File: src/rtl/exgrp_pkg.sv
package exgrp_pkg;
  // Byte size of one instruction, used to rebuild the fall-through address
  localparam int unsigned INSTR_BYTES = 4;

  typedef enum logic [1:0] {
    CAUSE_NONE   = 2'd0,
    CAUSE_BRANCH = 2'd1,
    CAUSE_MEM    = 2'd2
  } redir_cause_e;
endpackage

File: src/rtl/exgrp_scan.sv
// Decides which slots of the group are examined, in slot order.
module exgrp_scan #(
  parameter int ISSUE_W = 4,
  parameter int EXEC_W  = 3
) (
  input  logic               clk,
  input  logic               rst_n,
  input  logic [ISSUE_W-1:0] slot_valid,
  input  logic [ISSUE_W-1:0] slot_squashed,
  output logic [ISSUE_W-1:0] scan_mask
);
  localparam int UW = $clog2(ISSUE_W + 1);

  always_comb begin
    logic          alive;
    logic [UW-1:0] used;
    alive     = 1'b1;
    used      = '0;
    scan_mask = '0;
    for (int i = 0; i < ISSUE_W; i++) begin
      if (alive && slot_valid[i] && (int'(used) < EXEC_W)) begin
        scan_mask[i] = 1'b1;
        if (!slot_squashed[i]) used = used + UW'(1);
      end else begin
        alive = 1'b0;
      end
    end
  end

  // the examined slots form an unbroken run of occupied slots from slot 0
  for (genvar g = 0; g < ISSUE_W; g++) begin : g_chk
    assert_scan_occupied_R2: assert property (@(posedge clk) disable iff (!rst_n)
      scan_mask[g] |-> slot_valid[g]);
    if (g > 0) begin : g_prefix
      assert_scan_prefix_R2: assert property (@(posedge clk) disable iff (!rst_n)
        scan_mask[g] |-> scan_mask[g-1]);
    end
  end

  // never more unsquashed slots examined than functional units
  assert_unit_limit_R3: assert property (@(posedge clk) disable iff (!rst_n)
    $countones(scan_mask & ~slot_squashed) <= EXEC_W);
endmodule

File: src/rtl/exgrp_pick.sv
// Picks the first live slot with a redirect cause and muxes its fields.
module exgrp_pick import exgrp_pkg::*; #(
  parameter int ISSUE_W = 4,
  parameter int SEQ_W   = 8,
  parameter int PC_W    = 32
) (
  input  logic                       clk,
  input  logic                       rst_n,
  input  logic [ISSUE_W-1:0]         scan_mask,
  input  logic [ISSUE_W-1:0]         slot_squashed,
  input  logic [ISSUE_W-1:0]         slot_mispred,
  input  logic [ISSUE_W-1:0]         slot_pred_taken,
  input  logic [ISSUE_W-1:0]         slot_viol,
  input  logic [ISSUE_W*SEQ_W-1:0]   slot_seq,
  input  logic [ISSUE_W*PC_W-1:0]    slot_pc,
  input  logic [ISSUE_W*PC_W-1:0]    slot_npc,
  output logic                       win_hit,
  output redir_cause_e               win_cause,
  output logic                       win_pred_taken,
  output logic [SEQ_W-1:0]           win_seq,
  output logic [PC_W-1:0]            win_pc,
  output logic [PC_W-1:0]            win_npc
);
  logic [ISSUE_W-1:0] cand;
  logic [ISSUE_W-1:0] seen_before;
  logic [ISSUE_W-1:0] win;

  for (genvar g = 0; g < ISSUE_W; g++) begin : g_slot
    assign cand[g] = scan_mask[g] & ~slot_squashed[g] & (slot_mispred[g] | slot_viol[g]);
    if (g == 0) begin : g_first
      assign seen_before[g] = 1'b0;
    end else begin : g_rest
      assign seen_before[g] = seen_before[g-1] | cand[g-1];
    end
    assign win[g] = cand[g] & ~seen_before[g];
  end

  always_comb begin
    logic mp_sel;
    mp_sel         = 1'b0;
    win_pred_taken = 1'b0;
    win_seq        = '0;
    win_pc         = '0;
    win_npc        = '0;
    for (int i = 0; i < ISSUE_W; i++) begin
      mp_sel         = mp_sel | (win[i] & slot_mispred[i]);
      win_pred_taken = win_pred_taken | (win[i] & slot_pred_taken[i]);
      win_seq        = win_seq | (slot_seq[i*SEQ_W +: SEQ_W] & {SEQ_W{win[i]}});
      win_pc         = win_pc  | (slot_pc[i*PC_W +: PC_W]    & {PC_W{win[i]}});
      win_npc        = win_npc | (slot_npc[i*PC_W +: PC_W]   & {PC_W{win[i]}});
    end
    win_hit = |win;
    if (!win_hit)    win_cause = CAUSE_NONE;
    else if (mp_sel) win_cause = CAUSE_BRANCH;
    else             win_cause = CAUSE_MEM;
  end

  // at most one winning slot per group
  assert_single_winner_R5: assert property (@(posedge clk) disable iff (!rst_n)
    $onehot0(win));

  for (genvar g = 0; g < ISSUE_W; g++) begin : g_chk
    // a squashed or unexamined slot never wins
    assert_winner_live_R4: assert property (@(posedge clk) disable iff (!rst_n)
      win[g] |-> (scan_mask[g] && !slot_squashed[g]));
    // a winning slot with a mispredict always yields a branch cause
    assert_branch_first_R6: assert property (@(posedge clk) disable iff (!rst_n)
      (win[g] && slot_mispred[g]) |-> (win_cause == CAUSE_BRANCH));
  end
endmodule

File: src/rtl/exgrp_squash_reg.sv
// Builds and registers the squash packet and the scheduler notice.
module exgrp_squash_reg import exgrp_pkg::*; #(
  parameter int SEQ_W = 8,
  parameter int PC_W  = 32
) (
  input  logic             clk,
  input  logic             rst_n,
  input  logic             grp_valid,
  input  logic             win_hit,
  input  redir_cause_e     win_cause,
  input  logic [SEQ_W-1:0] win_seq,
  input  logic [PC_W-1:0]  win_pc,
  input  logic [PC_W-1:0]  win_npc,
  input  logic [SEQ_W-1:0] violator_seq,
  output logic             sq_valid,
  output logic [SEQ_W-1:0] sq_seq,
  output logic [PC_W-1:0]  sq_pc,
  output logic [PC_W-1:0]  sq_npc,
  output logic             sq_mispred,
  output logic             sq_taken,
  output logic             viol_valid,
  output logic [SEQ_W-1:0] viol_inst_seq,
  output logic [SEQ_W-1:0] viol_by_seq
);
  localparam logic [PC_W-1:0] STEP = PC_W'(INSTR_BYTES);

  logic             fire, is_br, is_mem;
  logic             nx_valid, nx_mispred, nx_taken, nx_vvalid;
  logic [SEQ_W-1:0] nx_seq, nx_vseq, nx_vby;
  logic [PC_W-1:0]  nx_pc, nx_npc;

  always_comb begin
    fire       = grp_valid & win_hit;
    is_br      = fire & (win_cause == CAUSE_BRANCH);
    is_mem     = fire & (win_cause == CAUSE_MEM);
    nx_valid   = fire;
    nx_seq     = fire  ? win_seq : '0;
    nx_npc     = fire  ? win_npc : '0;
    nx_pc      = is_br ? win_pc  : '0;
    nx_mispred = is_br;
    nx_taken   = is_br & (win_npc != (win_pc + STEP));
    nx_vvalid  = is_mem;
    nx_vseq    = is_mem ? win_seq      : '0;
    nx_vby     = is_mem ? violator_seq : '0;
  end

  always_ff @(posedge clk or negedge rst_n) begin
    if (!rst_n) begin
      sq_valid      <= 1'b0;
      sq_seq        <= '0;
      sq_pc         <= '0;
      sq_npc        <= '0;
      sq_mispred    <= 1'b0;
      sq_taken      <= 1'b0;
      viol_valid    <= 1'b0;
      viol_inst_seq <= '0;
      viol_by_seq   <= '0;
    end else begin
      sq_valid      <= nx_valid;
      sq_seq        <= nx_seq;
      sq_pc         <= nx_pc;
      sq_npc        <= nx_npc;
      sq_mispred    <= nx_mispred;
      sq_taken      <= nx_taken;
      viol_valid    <= nx_vvalid;
      viol_inst_seq <= nx_vseq;
      viol_by_seq   <= nx_vby;
    end
  end

  // no group sampled means no packet in the following cycle
  assert_no_group_no_squash_R10: assert property (@(posedge clk) disable iff (!rst_n)
    !grp_valid |=> (!sq_valid && !viol_valid));
  // the notice only accompanies a memory-type packet
  assert_notice_is_mem_R9: assert property (@(posedge clk) disable iff (!rst_n)
    viol_valid |-> (sq_valid && !sq_mispred && !sq_taken && sq_pc == '0));
  // a taken correction only rides on a branch packet
  assert_taken_on_branch_R8: assert property (@(posedge clk) disable iff (!rst_n)
    sq_taken |-> (sq_valid && sq_mispred));
  // a mispredict flag never appears without a valid packet
  assert_mispred_valid_R7: assert property (@(posedge clk) disable iff (!rst_n)
    sq_mispred |-> sq_valid);
endmodule

File: src/rtl/exgrp_counter.sv
// Event counter with an explicit clock enable, wrapping at its width.
module exgrp_counter #(
  parameter int CNT_W = 16
) (
  input  logic             clk,
  input  logic             rst_n,
  input  logic             inc,
  output logic [CNT_W-1:0] count
);
  logic [CNT_W-1:0] count_nx;

  always_comb count_nx = count + CNT_W'(1);

  always_ff @(posedge clk or negedge rst_n) begin
    if (!rst_n)   count <= '0;
    else if (inc) count <= count_nx;
  end

  // counter moves by exactly one on an event and holds otherwise
  assert_count_step_R11: assert property (@(posedge clk) disable iff (!rst_n)
    inc |=> (count == $past(count) + CNT_W'(1)));
  assert_count_hold_R11: assert property (@(posedge clk) disable iff (!rst_n)
    !inc |=> $stable(count));
endmodule

File: src/rtl/exgrp_redirect.sv
module exgrp_redirect import exgrp_pkg::*; #(
  parameter int ISSUE_W = 4,
  parameter int EXEC_W  = 3,
  parameter int SEQ_W   = 8,
  parameter int PC_W    = 32,
  parameter int CNT_W   = 16
) (
  input  logic                     clk,
  input  logic                     rst_n,
  input  logic                     grp_valid,
  input  logic [ISSUE_W-1:0]       slot_valid,
  input  logic [ISSUE_W-1:0]       slot_squashed,
  input  logic [ISSUE_W-1:0]       slot_mispred,
  input  logic [ISSUE_W-1:0]       slot_pred_taken,
  input  logic [ISSUE_W-1:0]       slot_viol,
  input  logic [ISSUE_W*SEQ_W-1:0] slot_seq,
  input  logic [ISSUE_W*PC_W-1:0]  slot_pc,
  input  logic [ISSUE_W*PC_W-1:0]  slot_npc,
  input  logic [SEQ_W-1:0]         violator_seq,
  output logic                     sq_valid,
  output logic [SEQ_W-1:0]         sq_seq,
  output logic [PC_W-1:0]          sq_pc,
  output logic [PC_W-1:0]          sq_npc,
  output logic                     sq_mispred,
  output logic                     sq_taken,
  output logic                     viol_valid,
  output logic [SEQ_W-1:0]         viol_inst_seq,
  output logic [SEQ_W-1:0]         viol_by_seq,
  output logic [CNT_W-1:0]         cnt_taken_wrong,
  output logic [CNT_W-1:0]         cnt_mem_viol
);
  // Reset: asserted asynchronously, released on the second clock edge
  logic [1:0] rst_pipe;
  logic       rst_ns;

  always_ff @(posedge clk or negedge rst_n) begin
    if (!rst_n) rst_pipe <= 2'b00;
    else        rst_pipe <= {rst_pipe[0], 1'b1};
  end
  assign rst_ns = rst_pipe[1];

  logic [ISSUE_W-1:0] scan_mask;
  logic               win_hit, win_pred_taken;
  redir_cause_e       win_cause;
  logic [SEQ_W-1:0]   win_seq;
  logic [PC_W-1:0]    win_pc, win_npc;
  logic               inc_taken_wrong, inc_mem_viol;

  exgrp_scan #(.ISSUE_W(ISSUE_W), .EXEC_W(EXEC_W)) u_scan (
    .clk(clk), .rst_n(rst_ns),
    .slot_valid(slot_valid), .slot_squashed(slot_squashed),
    .scan_mask(scan_mask)
  );

  exgrp_pick #(.ISSUE_W(ISSUE_W), .SEQ_W(SEQ_W), .PC_W(PC_W)) u_pick (
    .clk(clk), .rst_n(rst_ns),
    .scan_mask(scan_mask), .slot_squashed(slot_squashed),
    .slot_mispred(slot_mispred), .slot_pred_taken(slot_pred_taken),
    .slot_viol(slot_viol), .slot_seq(slot_seq), .slot_pc(slot_pc),
    .slot_npc(slot_npc),
    .win_hit(win_hit), .win_cause(win_cause), .win_pred_taken(win_pred_taken),
    .win_seq(win_seq), .win_pc(win_pc), .win_npc(win_npc)
  );

  exgrp_squash_reg #(.SEQ_W(SEQ_W), .PC_W(PC_W)) u_pkt (
    .clk(clk), .rst_n(rst_ns),
    .grp_valid(grp_valid), .win_hit(win_hit), .win_cause(win_cause),
    .win_seq(win_seq), .win_pc(win_pc), .win_npc(win_npc),
    .violator_seq(violator_seq),
    .sq_valid(sq_valid), .sq_seq(sq_seq), .sq_pc(sq_pc), .sq_npc(sq_npc),
    .sq_mispred(sq_mispred), .sq_taken(sq_taken),
    .viol_valid(viol_valid), .viol_inst_seq(viol_inst_seq),
    .viol_by_seq(viol_by_seq)
  );

  always_comb begin
    inc_taken_wrong = grp_valid & win_hit & (win_cause == CAUSE_BRANCH) & win_pred_taken;
    inc_mem_viol    = grp_valid & win_hit & (win_cause == CAUSE_MEM);
  end

  exgrp_counter #(.CNT_W(CNT_W)) u_cnt_taken (
    .clk(clk), .rst_n(rst_ns), .inc(inc_taken_wrong), .count(cnt_taken_wrong)
  );

  exgrp_counter #(.CNT_W(CNT_W)) u_cnt_mem (
    .clk(clk), .rst_n(rst_ns), .inc(inc_mem_viol), .count(cnt_mem_viol)
  );

  // the memory counter advances exactly when a notice is produced
  assert_mem_count_R12: assert property (@(posedge clk) disable iff (!rst_ns)
    viol_valid |-> (cnt_mem_viol == $past(cnt_mem_viol) + CNT_W'(1)));
endmodule

File: config.mk
export PLATFORM = sky130hd
export DESIGN_NAME = exgrp_redirect
export DESIGN_NICKNAME = d
export VERILOG_FILES = /design/src/rtl/exgrp_pkg.sv /design/src/rtl/exgrp_scan.sv /design/src/rtl/exgrp_pick.sv /design/src/rtl/exgrp_squash_reg.sv /design/src/rtl/exgrp_counter.sv /design/src/rtl/exgrp_redirect.sv
export SDC_FILE = /design/constraint.sdc
export NUM_CORES = 1
export LEC_CHECK = 0
export BUFFER_PORTS_ARGS = -buffer_cell sky130_fd_sc_hd__buf_2
export CAP_MARGIN = 0
export CORE_AREA = 2 2 170 172
export DETAILED_ROUTE_END_ITERATION = 6
export DIE_AREA = 0 0 172 174
export PLACE_DENSITY = 0.6
export SYNTH_ARGS = -nofsm -noshare
export SYNTH_HDL_FRONTEND = slang
export SYNTH_SLANG_ARGS = --single-unit
File: constraint.sdc
create_clock -name clk -period 4.8 [get_ports clk]
set_clock_uncertainty 0.05 [all_clocks]
set_input_delay 0.24 -clock clk [delete_from_list [all_inputs] [get_ports clk]]
set_output_delay 0.24 -clock clk [all_outputs]
set_load 0.02 [all_outputs]
==> impl_results.md <==
- Hold depth: 3
- Latest clock arrival within the worst-skew pair: 420 ps
- Comb power frac: 21.5%
- Final WS setup: 314 ps
- FP Rows: 62
- Pleak: ~5.7 nW
- Max FO, Critical Path: 51
- Placed Cells: about 1,700
- Post-synth top flop: dfrtp_1
- Clk pin slew, worst setup/hold paths: approximately 60 ps
- Clock sinks: 126
- Full die area: around 30,000 µm²
- Async SR Flop Fraction: 100%
- 1st-iter DRT viols: between 600 and 700
- Post-CTS resize count: 0
- Die span in x: roughly 170 µm
- FF-to-FF Start: u_cnt_mem.count[2]
- Worst hold slack: 38.5 ps
- VDD IR max: 232 µV
- Die Y: 174 µm
- Flop-to-flop setup slack: 3050 ps
- Footprint of the multi-input gates: 4250 µm²
- Largest net degree at the start of global routing: 64
- Sequential element share of the synthesized area: between 40 and 50%
- Crit path arrival time: 4740 ps
- Worst Path Required: 5050 ps
- Switch Pwr: 0.967 mW
- Final core utilization: 40.1%
- Worst Reg2Reg Path Length in Cells: 5
- Seq. cell area: 3160 µm²
- Slew Viols, Final: 0
- GPL Wtd Cong: 0.939
- Core Box Area: 28,200 µm²
- Non-filler cells, final: 1,730
- Fill count: 2,953
- Outcome: completed
- # IOs: 443
- Fin Setup TNS: 0 ps
- Final min period: about 4500 ps
- Total GRT Usage: 23.7%
- CP Class: in -> reg
- Fin area: 11,300 µm²
- Hold Path Origin: slot_pc[96]
- Pre-CTS WS: -113 ps
- Mapped Cells: 868
- DRT Wirelength: 36,500 µm
- Seq cells post-synth: roughly 130
- Power density cells: 281 nW/µm²
- Initial antenna violation count: 4
- Seq pwr share: a little over a third
- First-pass GRT wire length: 52,900 µm
- Max Root-Sink Buffers: 2
- Avg Synthesized Cell Area: around 9 µm²
- Total CTS buffers: 17
- Clock share of power: 42.8%
- Via density: ~5.1
- Initial Util: between 20 and 30%
- Finish-stage setup viols: 0
- Critical path endpoint category: flop
- Pwr Total: 3.18 mW
- # H-tree levels: 4
- Post-synth net total: 1,192
- Final Hold Viols: 0
- RSZ-0062 raised after global routing: false
- R2R Path End: u_cnt_mem.count[15]
- Mapped Area: 7810 µm²
- PortBufs: about 440
- Worst Tran Pin Value: around 930 ps
- Vias in the first global route: between 8,000 and 9,000
- Layout cells sized above 1: 42.0%
- # nets final: 1,653
- Post-synth cell types: 75
- First-pass DRT Iterations: 7
- Switching share of power: a little under a third
- Yosys warning count: 0
- Final ANT Viol Nets: 0
- Startpoint Class: input pin
- Area grow syn2layout: 45.1%
- HPWL after detailed placement: 29,100 µm
- Vias: 8,794
- HP Class: in -> reg
- Drt drc: 0
- Number of enable flip-flop cells after synthesis: 0
- Slew margin rel.: 38.0%
- Pint: approximately 2.2 mW
- Peak Freq: between 200 and 250 MHz
- CTS root buf: clkbuf_16
- Post-DP Area: 10,600 µm²
- Avg WL per Cell: 21.1 µm
- Worst hold endpoint: u_pkt.sq_pc[0]
- Final period utilization: 93.5%
- CTS tree: built
- MaxCap Viol Count: 0
- Grt total ovfl: 0
sequential cells by signal, summed over array words and instances (netlist names):
register and cells:
rst_pipe 2, u_cnt_mem.count 16, u_cnt_taken.count 16, u_pkt.sq_mispred 1
u_pkt.sq_npc 32, u_pkt.sq_pc 32, u_pkt.sq_seq 8, u_pkt.sq_taken 1
u_pkt.sq_valid 1, u_pkt.viol_by_seq 8, u_pkt.viol_inst_seq 8, u_pkt.viol_valid 1
worst max-delay path, cell delays in order:
cell and delay (ps):
buf_2 130, nand2b_1 90, inv_1 60, ha_1 290, nand2_1 80, a21boi_2 60, ha_1 180, nand4b_1 210
or3_1 440, buf_4 200, nor2_4 140, buf_12 290, a221oi_1 240, a2111oi_1 650, nand4_1 290, o41a_1 470
a2111oi_1 250, nand4_1 150, o31a_1 260
repair_timing:
action                    CTS  global route
hold buffers                9             0
hold endpoints to repair   10             0
setup buffers               0             0
power by group through the flow:
stage | Clock [mW] | Combinational, mW | Sequential [mW]
final | 1.36 | 0.684 | 1.14
after global routing | 1.43 | 0.742 | 1.14
after CTS | 1.39 | 0.690 | 1.14
after detailed placement | 0 | 0.680 | 1.16
after global placement | 0 | 0.678 | 1.16
after floorplan | 0 | 0.286 | 1.21
layout by cell type, fill, tap and decap left out, types with 5 or more instances in the layout:
cell / n
ha_1: 5
dlygate4sd3_1: 9
nor2_1: 123
a311oi_1: 19
xnor2_1: 48
a221oi_1: 24
clkbuf_16: 17
and3_1: 20
nor2b_1: 6
and2_1: 20
buf_4: 44
nand4_1: 9
nor3_1: 28
a311oi_2: 6
or3_1: 5
dfrtp_1: 125
a221o_1: 6
o21ai_0: 25
buf_2: 442
a21oi_1: 46
xor2_1: 21
a31oi_1: 8
nor4_1: 5
inv_1: 31
nand2_1: 75
o21bai_1: 9
nand3_1: 31
o2bb2ai_1: 21
a221oi_2: 7
cell usage after synthesis (5+ instances only):
library cell	n	area share [%]
a21oi_1	46	2.9
a221o_1	6	0.77
a221oi_1	24	2.7
a221oi_2	7	1.3
a311oi_1	19	2.1
a311oi_2	6	1.2
a31oi_1	8	0.64
and2_1	21	1.7
and3_1	20	1.6
buf_1	6	0.29
buf_2	11	0.71
buf_6	12	1.7
clkbuf_1	24	1.2
dfrtp_1	126	40
ha_1	5	0.80
inv_1	31	1.5
nand2_1	76	3.7
nand3_1	31	2.0
nand4_1	9	0.72
nor2_1	125	6.0
nor2b_1	6	0.48
nor3_1	28	1.8
nor4_1	5	0.40
o21ai_0	25	1.6
o21bai_1	9	0.87
o2bb2ai_1	21	2.4
or3_1	5	0.40
xnor2_1	48	5.4
xor2_1	21	2.4
cell families after synthesis:
family | after synthesis | synth area share, %
AO/OA/AOI/OAI | 223 | 23.2
buffers and inverters | 88 | 5.71
AND/OR/NAND/NOR | 352 | 21.5
multiplexers | 4 | 0.561
adder cells (fa/ha/maj) | 5 | 0.801
XOR/XNOR | 69 | 7.74
other | 1 | 0.0480
flip-flops | 126 | 40.4
worst max path at each step:
| stage | to | start | cells past startpoint |
|---|---|---|---|
| 2_1_floorplan | u_pkt.sq_taken | slot_squashed[0] | 23 |
| 3_3_place_gp | u_pkt.sq_taken | slot_squashed[0] | 19 |
| 3_5_place_dp | u_pkt.sq_taken | slot_squashed[0] | 19 |
| 4_1_cts | u_pkt.sq_taken | slot_squashed[0] | 19 |
| 5_1_grt | u_pkt.sq_taken | slot_valid[0] | 20 |
| 6_report | u_pkt.sq_taken | slot_valid[0] | 19 |
routing by layer:
metal / track usage [%] / up-vias / part of all wire [%]
li1: - / 4077 / -
met1: 28.7 / 4221 / 40
met2: 41.7 / 445 / 50
met3: 4.85 / 51 / 6.9
met4: 7.56 / 0 / 2.4
met5: 0 / - / 0
cell type report:
type | count | area share, %
sequential | 126 | 27.9
tap | 384 | 4.24
multi-input combinational | 654 | 37.5
antenna | 4 | 0.0884
timing repair buffer | 498 | 23.8
inverter | 32 | 1.06
clock inverter | 14 | 1.62
clock buffer | 18 | 3.79
Power figures use the tool's default switching activity.
